==> src/rtl/rtc_irq_pkg.sv <==
package rtc_irq_pkg;
  localparam int BYTE_W = 8;
  localparam logic [3:0] IDX_ASEC  = 4'd0;
  localparam logic [3:0] IDX_AMIN  = 4'd1;
  localparam logic [3:0] IDX_AHOUR = 4'd2;
  localparam logic [3:0] IDX_ADAY  = 4'd3;
  localparam logic [3:0] IDX_AMON  = 4'd4;
  localparam logic [3:0] IDX_RATE  = 4'd5;
  localparam logic [3:0] IDX_CTRL  = 4'd6;
  localparam logic [3:0] IDX_FLAG  = 4'd7;
  localparam logic [7:0] RATE_RST  = 8'h26;
  localparam logic [7:0] CTRL_RST  = 8'h02;
  localparam logic [2:0] REF_SEL_ON = 3'b010;

  // A byte with both top bits set matches anything.
  function automatic logic is_wild(input logic [7:0] a);
    return a[7:6] == 2'b11;
  endfunction

  function automatic logic field_hit(input logic [7:0] a, input logic [7:0] c);
    return is_wild(a) || (a == c);
  endfunction

  // Day alarm: zero means unused; only the low six bits are compared.
  function automatic logic day_hit(input logic [7:0] a, input logic [5:0] c);
    return (a == 8'h00) || is_wild(a) || (a[5:0] == c);
  endfunction

  function automatic logic mon_hit(input logic [7:0] a, input logic [7:0] c);
    return (a == 8'h00) || is_wild(a) || (a == c);
  endfunction
endpackage

==> src/rtl/rtc_alarm_cmp.sv <==
module rtc_alarm_cmp
  import rtc_irq_pkg::*;
#(
  parameter bit HAS_DAY = 1'b1,
  parameter bit HAS_MON = 1'b1
) (
  input  logic [7:0] alarm_sec,
  input  logic [7:0] alarm_min,
  input  logic [7:0] alarm_hour,
  input  logic [7:0] alarm_day,
  input  logic [7:0] alarm_mon,
  input  logic [7:0] cur_sec,
  input  logic [7:0] cur_min,
  input  logic [7:0] cur_hour,
  input  logic [7:0] cur_mday,
  input  logic [7:0] cur_mon,
  output logic       hit
);
  logic hms_ok, day_ok, mon_ok;

  assign hms_ok = field_hit(alarm_sec, cur_sec) && field_hit(alarm_min, cur_min)
               && field_hit(alarm_hour, cur_hour);

  generate
    if (HAS_DAY) begin : g_day
      logic [1:0] unused_day_top;
      assign unused_day_top = cur_mday[7:6];
      assign day_ok = day_hit(alarm_day, cur_mday[5:0]);
    end else begin : g_noday
      logic [15:0] unused_day;
      assign unused_day = {alarm_day, cur_mday};
      assign day_ok = 1'b1;
    end
    if (HAS_MON && HAS_DAY) begin : g_mon
      assign mon_ok = mon_hit(alarm_mon, cur_mon);
    end else begin : g_nomon
      logic [15:0] unused_mon;
      assign unused_mon = {alarm_mon, cur_mon};
      assign mon_ok = 1'b1;
    end
  endgenerate

  assign hit = hms_ok && day_ok && mon_ok;
endmodule

==> src/rtl/rtc_periodic_div.sv <==
module rtc_periodic_div #(
  parameter int CNT_W = 15
) (
  input  logic       clk,
  input  logic       rst_n,
  input  logic       ref_tick,
  input  logic       restart,
  input  logic       run,
  input  logic [3:0] rate,
  output logic       per_evt
);
  logic [CNT_W-1:0] cnt_q;
  logic [CNT_W-1:0] mask;

  // Low (rate-1) bits all ones marks every 2^(rate-1)-th reference tick.
  function automatic logic [CNT_W-1:0] mask_of(input logic [3:0] r);
    logic [CNT_W:0] p;
    p = {{CNT_W{1'b0}}, 1'b1} << (r - 4'd1);
    return p[CNT_W-1:0] - {{(CNT_W-1){1'b0}}, 1'b1};
  endfunction

  assign mask    = mask_of(rate);
  assign per_evt = ref_tick && run && !restart && ((cnt_q & mask) == mask);

  always_ff @(posedge clk) begin
    if (!rst_n || restart) cnt_q <= '0;
    else if (ref_tick)     cnt_q <= cnt_q + 1'b1;
  end

  // no periodic event without a reference tick in the running mode
  a_r7_evt_needs_tick: assert property (@(posedge clk) disable iff (!rst_n)
    per_evt |-> (ref_tick && run));
endmodule

==> src/rtl/rtc_irq_flags.sv <==
module rtc_irq_flags (
  input  logic       clk,
  input  logic       rst_n,
  input  logic [2:0] set_vec,
  input  logic       rd_clr,
  input  logic [2:0] en,
  output logic [2:0] flags,
  output logic       irqf
);
  always_ff @(posedge clk) begin
    if (!rst_n) flags <= 3'b000;
    else        flags <= (rd_clr ? 3'b000 : flags) | set_vec;
  end

  assign irqf = |(flags & en);

  // a read with no coinciding event leaves no flag behind
  a_r9_read_clears: assert property (@(posedge clk) disable iff (!rst_n)
    (rd_clr && set_vec == 3'b000) |=> (flags == 3'b000));

  // without a read no flag is lost
  a_r9_flags_hold: assert property (@(posedge clk) disable iff (!rst_n)
    !rd_clr |=> ((flags & $past(flags)) == $past(flags)));

  // an event on the same edge as the read survives
  a_r9_event_kept: assert property (@(posedge clk) disable iff (!rst_n)
    (set_vec != 3'b000) |=> ((flags & $past(set_vec)) == $past(set_vec)));
endmodule

==> src/rtl/rtc_irq_ctrl.sv <==
module rtc_irq_ctrl
  import rtc_irq_pkg::*;
#(
  parameter bit HAS_DAY = 1'b1,
  parameter bit HAS_MON = 1'b1,
  parameter int CNT_W   = 15
) (
  input  logic       clk,
  input  logic       rst_n,
  input  logic       ref_tick,
  input  logic       sec_tick,
  input  logic [7:0] cur_sec,
  input  logic [7:0] cur_min,
  input  logic [7:0] cur_hour,
  input  logic [7:0] cur_mday,
  input  logic [7:0] cur_mon,
  input  logic       reg_wr,
  input  logic       reg_rd,
  input  logic [3:0] reg_idx,
  input  logic [7:0] reg_wdata,
  output logic [7:0] reg_rdata,
  output logic       irq
);
  logic [7:0] a_sec_q, a_min_q, a_hour_q, a_day_q, a_mon_q, rate_q, ctrl_q;
  logic       alarm_hit, per_evt, rate_wr, rd_clr, per_run, irqf;
  logic [2:0] flags, set_vec;

  assign rate_wr = reg_wr && (reg_idx == IDX_RATE);
  assign rd_clr  = reg_rd && (reg_idx == IDX_FLAG);
  assign per_run = (rate_q[6:4] == REF_SEL_ON) && (rate_q[3:0] != 4'd0);

  always_ff @(posedge clk) begin
    if (!rst_n) begin
      a_sec_q <= 8'h00; a_min_q <= 8'h00; a_hour_q <= 8'h00;
      a_day_q <= 8'h00; a_mon_q <= 8'h00;
      rate_q  <= RATE_RST;
      ctrl_q  <= CTRL_RST;
    end else if (reg_wr) begin
      case (reg_idx)
        IDX_ASEC:  a_sec_q  <= reg_wdata;
        IDX_AMIN:  a_min_q  <= reg_wdata;
        IDX_AHOUR: a_hour_q <= reg_wdata;
        IDX_ADAY:  a_day_q  <= reg_wdata;
        IDX_AMON:  a_mon_q  <= reg_wdata;
        IDX_RATE:  rate_q   <= reg_wdata;
        IDX_CTRL:  ctrl_q   <= reg_wdata;
        default: ;
      endcase
    end
  end

  rtc_alarm_cmp #(.HAS_DAY(HAS_DAY), .HAS_MON(HAS_MON)) u_cmp (
    .alarm_sec(a_sec_q), .alarm_min(a_min_q), .alarm_hour(a_hour_q),
    .alarm_day(a_day_q), .alarm_mon(a_mon_q),
    .cur_sec(cur_sec), .cur_min(cur_min), .cur_hour(cur_hour),
    .cur_mday(cur_mday), .cur_mon(cur_mon), .hit(alarm_hit)
  );

  rtc_periodic_div #(.CNT_W(CNT_W)) u_div (
    .clk(clk), .rst_n(rst_n), .ref_tick(ref_tick), .restart(rate_wr),
    .run(per_run), .rate(rate_q[3:0]), .per_evt(per_evt)
  );

  assign set_vec = {per_evt, sec_tick && alarm_hit, sec_tick};

  rtc_irq_flags u_flags (
    .clk(clk), .rst_n(rst_n), .set_vec(set_vec), .rd_clr(rd_clr),
    .en(ctrl_q[6:4]), .flags(flags), .irqf(irqf)
  );

  assign irq = irqf;

  always_comb begin
    case (reg_idx)
      IDX_ASEC:  reg_rdata = a_sec_q;
      IDX_AMIN:  reg_rdata = a_min_q;
      IDX_AHOUR: reg_rdata = a_hour_q;
      IDX_ADAY:  reg_rdata = HAS_DAY ? a_day_q : 8'h00;
      IDX_AMON:  reg_rdata = (HAS_DAY && HAS_MON) ? a_mon_q : 8'h00;
      IDX_RATE:  reg_rdata = rate_q;
      IDX_CTRL:  reg_rdata = ctrl_q;
      IDX_FLAG:  reg_rdata = {irqf, flags, 4'h0};
      default:   reg_rdata = 8'h00;
    endcase
  end

  // every second tick leaves the update flag set
  a_r6_update_flag: assert property (@(posedge clk) disable iff (!rst_n)
    sec_tick |=> flags[0]);

  // a matching second tick leaves the alarm flag set
  a_r3_alarm_flag: assert property (@(posedge clk) disable iff (!rst_n)
    (sec_tick && alarm_hit) |=> flags[1]);

  // with all enables clear the request line stays low
  a_r8_irq_gated: assert property (@(posedge clk) disable iff (!rst_n)
    (ctrl_q[6:4] == 3'b000) |-> !irq);
endmodule

==> config.mk <==
export PLATFORM = sky130hd
export DESIGN_NAME = rtc_irq_ctrl
export DESIGN_NICKNAME = d
export VERILOG_FILES = /design/src/rtl/rtc_irq_pkg.sv /design/src/rtl/rtc_alarm_cmp.sv /design/src/rtl/rtc_periodic_div.sv /design/src/rtl/rtc_irq_flags.sv /design/src/rtl/rtc_irq_ctrl.sv
export SDC_FILE = /design/constraint.sdc
export NUM_CORES = 1
export LEC_CHECK = 0
export ABC_AREA = 0
export CORE_ASPECT_RATIO = 1.25
export CORE_MARGIN = 3
export CORE_UTILIZATION = 49
export CTS_CLUSTER_DIAMETER = 120
export CTS_CLUSTER_SIZE = 28
export DETAILED_ROUTE_END_ITERATION = 16
export GPL_ROUTABILITY_DRIVEN = 0
export PLACE_DENSITY_LB_ADDON = 0.08
export SLEW_MARGIN = 20
export SYNTH_ARGS = -nofsm -noshare
export SYNTH_HDL_FRONTEND = slang
export SYNTH_SLANG_ARGS = --single-unit
==> constraint.sdc <==
create_clock -name clk -period 2.2 [get_ports clk]
set_input_delay 0.44 -clock clk [delete_from_list [all_inputs] [get_ports clk]]
set_output_delay 0.44 -clock clk [all_outputs]
set_load 0.02 [all_outputs]
==> impl_results.md, run 1 <==
* Clock latency on the worst-skew pair at 0.36 ns
* DP Worst Slack at -0.750 ns
* Peak VDD IR at 0.324 mV
* Max frequency at 0.468 GHz
* Post-Syn Area at 4190 um^2
* Crit path buffers/inverters at 1
* Largest net degree at the start of global routing at 61
* MaxCap Viol Count at 0
* Slew @ Worst Pin at 0.523 ns
* # hold bufs at CTS at 0
* Slowest cell on the critical path: dfxtp_1
* Htree depth at 3
* Die X at 88.7 um
* First-pass GRT wire length at 19900 um
* Area leader, netlist: dfxtp_1
* Port bufs at 64
* Status: finished clean
* DP HPWL at 9350 um
* Leakage at 2.17 nW
* Longest Clk Path Bufs at 2
* Synth area leaders: dfxtp_1 35%, mux2i_1 9.8%, xor2_1 6.9%, nand2_1 4.8%, nor2b_1 4.6%
* Top cell type's share of synthesized area at 35.4%
* Fin crit period at 2.14 ns
* Pwr dens at 526 nW/um^2
* Initial core utilization at 50.5%
* Max Fanout on Critical Path at 2
* Synthesized flop and latch total at 74
* Synth Instances at 494
* Final setup fails at 0
* Crit path launch type: flip-flop
* Clk_skew at 0.00455 ns
* Vias in the first global route at 3912
* Post-synthesis sequential area ratio at 35.4%
* Fin. max-slew vios at 0
* Clock slew at reported path FFs at 0.08 ns
* Comb pwr share at 14.2%
* Die height at 109 um
* Worst path top cell family by delay: compound AO/OA/AOI/OAI gates
* Warnings, synthesis at 0
* Final Hold Viols at 0
* Synthesized Nets at 554
* Final period utilization at 97.1%
* EDFF count, synth at 0
* Power Total at 0.00299 W
* Synth cell types at 46
* Fin worst setup slack at 0.0633 ns
* Die ar. at 9700 um^2
* Floorplan core area at 8290 um^2
* Crit path cell chain: mux2_2, a221oi_2, a211oi_1, a221o_1, buf_4
* DRT Pass-1 Iters at 5
* Internal Pwr Total at 0.00225 W
* TritonCTS Buffers at 9
* Placed insts at 682
* RSZ-0062 raised after global routing: true
* Vias at 3994
* DP Area at 5270 um^2
* CP Data Required Time at 1.76 ns
* DR WL/cell at 18.1 um
* Iter 0 DRT Violations at 241
* Nets@finish at 663
* Rows at 37
* Worst hold path class: reg -> reg
* Crit-path max cell delay at 0.34 ns
* Avg Cell Area, Syn at 8.47 um^2
* Power share of the sequential group at 46.1%
* Async S/R FF share, synth at 0%
* Layout cells sized above 1 at 19.6%
* Vias per cell at 5.67
* Diode count at 0
* Post-Route WL at 12800 um
* Critical path arrival at 1.70 ns
* DRC viols at 0
* Design area at 5690 um^2
* Critical path type: reg -> out
* Root buffer cell: clkbuf_8
* Most used DFF post-synth: dfxtp_1
* CTS tree: done
* Clock share of power at 39.7%
* Global-route usage over all layers at 27.4%
* Sw power at 0.000737 W
* Layout Cells excl Fill at 705
* CTS Sinks at 74
* Initial antenna violation count at 0
* Sw Share at 24.7%
* Slew HR at 65.1%
* Layout area overhead at 35.9%
* I/O pin count at 67
* Setup crit end kind: output pin
* GR Overflow Total at 0
* Final ANT Viol Nets at 0
## layer usage
layer  track usage, %  routed length, um
met4             18.1                665
met1             31.2               4950
met2             46.9               6420
met3             3.90                716
met5                0                  0
## final timing paths
kind	start	endpoint	slack, ns	cells past startpoint
worst max register to register	rate_q[2]$_SDFFE_PN1P_	u_flags.flags[2]$_SDFF_PN0_	0.10	7
worst min register to register	ctrl_q[1]$_SDFFE_PN1P_	ctrl_q[1]$_SDFFE_PN1P_	0.48	2
worst max-delay path	a_hour_q[7]$_SDFFE_PN0P_	reg_rdata[7]	0.06	5
worst min-delay path	ctrl_q[1]$_SDFFE_PN1P_	ctrl_q[1]$_SDFFE_PN1P_	0.48	2
## what timing repair did
item | CTS | global route
buffers inserted | 6 | 0
setup endpoints to repair | 9 | 9
gates cloned | 1 | 0
pin swaps | 6 | 2
gates resized for setup | 81 | 8
## stage by stage
stage / hold slack (ns) / setup TNS [ns] / util [%]
3_5_place_dp: 0.462 / -7.56 / 63.6
2_1_floorplan: 0.441 / 0 / -
6_report: 0.480 / 0 / 68.6
5_1_grt: 0.521 / -0.0212 / 68.6
4_1_cts: 0.481 / 0 / 68.6
3_3_place_gp: 0.455 / -7.19 / 63.6
## kinds of logic (layout without fill, tap and decap cells)
family | count (synthesis) | in the layout | share of synthesized area (%)
AO/OA/AOI/OAI | 90 | 90 | 14.6
multiplexers | 46 | 46 | 11.7
adder cells (fa/ha/maj) | 2 | 2 | 0.598
buffers and inverters | 37 | 151 | 3.53
XOR/XNOR | 51 | 51 | 10.7
AND/OR/NAND/NOR | 194 | 194 | 23.6
flip-flops | 74 | 74 | 35.4
## placed cells by master, fill, tap and decap left out, drive strengths merged, types with 2 or more instances in the layout
cell type,count
a21boi,24
a21oi,11
a221oi,6
a22oi,11
a31oi,7
buf,71
bufinv,2
clkbuf,12
clkdlybuf4s50,52
clkinv,2
dfxtp,74
ha,2
inv,9
mux2,3
mux2i,41
mux4,2
nand2,53
nand2b,5
nand3,31
nand4,11
nor2,28
nor2b,31
nor3,7
nor3b,4
nor4,13
o21ai,17
o22ai,3
o31ai,2
or3,3
or4,4
xnor2,18
xor2,33
## worst register-to-register path: cells and delay by family (launching register included)
| family | cells | cell delay (ns) |
|---|---|---|
| fa+ha+maj | 1 | 0.27 |
| simple gates | 3 | 0.81 |
| compound gates | 3 | 0.56 |
| flops | 1 | 0.37 |
## power by group through the flow
stage | combinational [W] | clock (W) | sequential, W
4_1_cts | 0.000421 | 0.00120 | 0.00138
3_3_place_gp | 0.000384 | 0 | 0.00141
5_1_grt | 0.000455 | 0.00125 | 0.00138
6_report | 0.000425 | 0.00119 | 0.00138
3_5_place_dp | 0.000390 | 0 | 0.00141
2_1_floorplan | 0.000176 | 0 | 0.00140
## flip-flops by register name, indices dropped and copies added, names as in the netlist
register       cells
a_hour_q           8
a_min_q            8
ctrl_q             8
a_day_q            8
u_flags.flags      3
a_mon_q            8
rate_q             8
a_sec_q            8
u_div.cnt_q       15
## cell usage after synthesis, types with 2 or more instances
cell      number
o22ai_1        3
o21ai_0       17
a21boi_0      24
a22oi_1       11
xnor2_1       18
or3_1          3
nor4_1        13
nor3b_1        4
a21oi_1       11
ha_1           2
dfxtp_1       74
a221oi_1       6
nand4_1       11
nand2_1       53
or4_1          4
a31oi_1        7
nor3_1         6
mux2i_1       41
nor2_1        28
nand3_1       31
o31ai_1        2
inv_1          9
clkbuf_1      25
mux4_2         2
mux2_2         3
xor2_1        33
nand2b_1       4
nor2b_1       31
## cell type report
cell class	instances	area, um^2
Multi-Input combinational cell	383	2700
Fill cell	683	2600
Sequential cell	74	1480
Timing Repair Buffer	126	1130
Clock buffer	11	141
Tap cell	97	121
Clock inverter	5	77.6
Inverter	9	33.8
Note: power is estimated with default switching activity, not from simulation.
==> run 2: changes to the inputs <==
--- a/config.mk
+++ b/config.mk
@@ -8,7 +8,7 @@
 export ABC_AREA = 0
 export CORE_ASPECT_RATIO = 1.25
 export CORE_MARGIN = 3
-export CORE_UTILIZATION = 49
+export CORE_UTILIZATION = 50
 export CTS_CLUSTER_DIAMETER = 120
 export CTS_CLUSTER_SIZE = 28
 export DETAILED_ROUTE_END_ITERATION = 16
@@ -17,4 +17,5 @@
 export SLEW_MARGIN = 20
 export SYNTH_ARGS = -nofsm -noshare
 export SYNTH_HDL_FRONTEND = slang
+export SYNTH_HIERARCHICAL = 1
 export SYNTH_SLANG_ARGS = --single-unit
==> constraint.sdc (replaced) <==
create_clock -name clk -period 2.5 [get_ports clk]
set_input_delay 0.5 -clock clk [delete_from_list [all_inputs] [get_ports clk]]
set_output_delay 0.5 -clock clk [all_outputs]
set_load 0.02 [all_outputs]
==> impl_results.md, run 2 <==
* CTS Sinks at 74 (unchanged)
* Comb pwr share at 14.7% (+0.5 points)
* R2R cell count at 7 (unchanged)
* Clk_skew at 0.00477 ns (+0.000215 ns)
* Iter 0 DRT Violations at 366 (+52%)
* Nets@finish at 729 (+10%)
* DRT Pass-1 Iters at 5 (unchanged)
* Largest reg by FF count: u_div/cnt_q
* Initial antenna violation count at 0 (unchanged)
* Layout Utilization at 66.8% (-1.9 points)
* Peak VDD IR at 0.333 mV (+3.1%)
* DP Area at 5730 um^2 (+8.8%)
* Synth cell types at 66 (+43%)
* Die height at 115 um (+5.6%)
* Power share of the sequential group at 41.5% (-4.6 points)
* Crit-path max cell delay at 0.58 ns (+0.24 ns)
* DP HPWL at 11400 um (+22%)
* Async S/R FF share, synth at 0% (unchanged)
* MaxCap Viol Count at 0 (unchanged)
* Die X at 93.6 um (+5.5%)
* Worst Hold Slack at 0.495 ns (+0.0145 ns)
* Longest Clk Path Bufs at 2 (unchanged)
* Final ANT Viol Nets at 0 (unchanged)
* Fin crit period at 2.49 ns
* CP Data Required Time at 2.00 ns (+0.24 ns)
* TritonCTS Buffers at 9 (unchanged)
* Synth Instances at 589 (+19%)
* Vias in the first global route at 4604 (+18%)
* Pwr dens at 476 nW/um^2 (-9.4%)
* Fin. max-slew vios at 0 (unchanged)
* Most frequent cells in the layout: 71 x nand3_1, 71 x dfxtp_1, 63 x o21ai_0, 52 x clkdlybuf4s50_1, 51 x buf_4
* Design area at 6160 um^2 (+8.3%)
* Filler cell count at 768 (+12%)
* Clock slew at reported path FFs at 0.05 ns (-0.03 ns)
* Rows at 39 (+5.4%)
* Internal Pwr Total at 0.00219 W (-2.8%)
* Layout Cells excl Fill at 797 (+13%)
* EDFF count, synth at 0 (unchanged)
* Top cell type's share of synthesized area at 30.9% (-4.5 points)
* Sw Share at 25.4% (+0.71 points)
* Max frequency at 0.401 GHz
* Synth area leaders: dfxtp_1 31%, nand3_1 7.5%, o21ai_0 6.7%, a21boi_0 5.9%, xnor2_1 5.3%
* Worst hold path class: reg -> reg
* Clock share of power at 43.8% (+4.1 points)
* Layout area overhead at 28.4%
* First-pass GRT wire length at 24300 um (+22%)
* Crit path buffers/inverters at 4 (+3)
* Critical path type: in -> out
* Vias per cell at 6.10 (+7.7%)
* Warnings, synthesis at 6 (+6)
* Slowest cell on the critical path: or4_4
* Largest net degree at the start of global routing at 28 (-54%)
* CTS tree: done
* I/O pin count at 67 (unchanged)
* # hold bufs at CTS at 0 (unchanged)
* Critical path depth in cells at 7 (+2)
* Most common cell in the netlist: dfxtp_1
* Post-Route WL at 15500 um (+22%)
* DRC viols at 0 (unchanged)
* RSZ-0062 raised after global routing: true
* Sw power at 0.000744 W (+0.90%)
* Post-synthesis sequential area ratio at 30.9% (-4.5 points)
* Initial core utilization at 52.0% (+1.5 points)
* Post-Syn Area at 4790 um^2 (+15%)
* Layout cells sized above 1 at 18.0% (-1.6 points)
* DR WL/cell at 19.5 um (+7.8%)
* Most frequent cells after synthesis: 74 x dfxtp_1, 72 x nand3_1, 64 x o21ai_0
* Root buffer cell: clkbuf_16
* Max reg flops at 15 (unchanged)
* Leakage at 2.14 nW (-1.5%)
* Crit path launch type: primary input
* Crit path cell chain: dlygate4sd2_1, buf_12, buf_4, nand3_1, a21oi_1, or4_4, buf_6
* Worst path top cell family by delay: buffers and inverters
* Setup TNS at 0 ns (unchanged)
* Max Fanout on Critical Path at 18 (+16)
* Htree depth at 3 (unchanged)
* Port bufs at 64 (unchanged)
* Clock latency on the worst-skew pair at 0.33 ns (-0.03 ns)
* Floorplan core area at 9220 um^2 (+11%)
* Avg Cell Area, Syn at 8.14 um^2 (-3.9%)
* Worst Hold Depth at 2 (unchanged)
* Reg-to-reg slack, setup at 0.09 ns (about the same)
* Critical path arrival at 1.99 ns (+0.29 ns)
* Most used DFF post-synth: dfxtp_1
* Vias at 4864 (+22%)
* Final Hold Viols at 0 (unchanged)
* Final period utilization at 99.8%
* Area leader, netlist: dfxtp_1
* Status: finished clean
* Final setup fails at 0 (unchanged)
* Placed insts at 778 (+14%)
* Synthesized Nets at 649 (+17%)
* Global-route usage over all layers at 29.3% (+1.9 points)
* Diode count at 0 (unchanged)
* Slew @ Worst Pin at 0.589 ns (+0.0663 ns)
* Slew HR at 60.7% (-4.3 points)
* GR Overflow Total at 0 (unchanged)
* Synthesized flop and latch total at 74 (unchanged)
* Setup crit end kind: output pin
* Die ar. at 10800 um^2 (+11%)
[run 2: cell count changes after synthesis, moves of 17 or more]
| cell | before | now |
|---|---|---|
| nand3b_1 | 1 | 27 |
| mux2i_1 | 41 | 2 |
| buf_2 | 0 | 17 |
| o21ai_0 | 17 | 64 |
| nand3_1 | 31 | 72 |
| nor2b_1 | 31 | 4 |
| nand2_1 | 53 | 16 |
[run 2: power by group through the flow]
stage	Clock (W)	Sequential (W)	Combinational, W
2_1_floorplan	0	0.00123	0.000216
3_5_place_dp	0	0.00124	0.000409
5_1_grt	0.00135	0.00122	0.000462
4_1_cts	0.00130	0.00122	0.000419
6_report	0.00128	0.00122	0.000432
3_3_place_gp	0	0.00124	0.000402
[run 2: kinds of logic after synthesis]
logic type | Yosys count | share of synthesized area (%)
compound gates | 175 | 23.3
flops | 74 | 30.9
buf+inv | 54 | 6.16
mux | 5 | 1.12
xor+xnor | 49 | 8.95
fa+ha+maj | 2 | 0.522
simple gates | 230 | 29.0
[run 2: metal layers]
metal  GRT usage, %  wire [um]  vias to the layer above
met5              0          0                        -
met4           15.1        721                        0
met3           5.65       1010                       58
met2           50.4       7720                      221
met1           34.7       6090                     2274
li1               -          -                     2311
[run 2: cell type report]
cell class	instances	area, um^2	area share (%)
multi-input combinational	461	3120	50.7
sequential	74	1490	24.1
timing repair buffer	120	1090	17.7
clock buffer	10	229	3.72
tap	123	154	2.50
clock inverter	6	67.6	1.10
inverter	3	11.3	0.183
[run 2: metrics by stage]
step	power [W]	setup WS (ns)
global placement	0.00164	-0.607
detailed placement	0.00165	-0.648
finish	0.00293	0.00539
global route	0.00303	-0.0673
floorplan	0.00145	0.0140
CTS	0.00293	0.0263
[run 2: final timing paths]
path	to	from
worst max-delay path	reg_rdata[5]	reg_idx[0]
worst min-delay path	ctrl_q[2]$_SDFFE_PN0P_	ctrl_q[2]$_SDFFE_PN0P_
worst max register to register	u_flags/flags[2]$_SDFF_PN0_	rate_q[0]$_SDFFE_PN0P_
worst min register to register	ctrl_q[2]$_SDFFE_PN0P_	ctrl_q[2]$_SDFFE_PN0P_
[run 2: tightest hold or removal path, cell delays in order, from the launching register on]
cell and delay [ns]:
dfxtp_1 0.30, o21ai_0 0.06, a21boi_0 0.08
[run 2: what timing repair did]
item / 4_1_cts / 5_1_grt
cloned: 1 / 0
setup buffers: 0 / 2
pin swaps: 1 / 9
gates resized for setup: 49 / 18
hold endpoints to repair: 0 / 0
setup endpoints to repair: 9 / 4
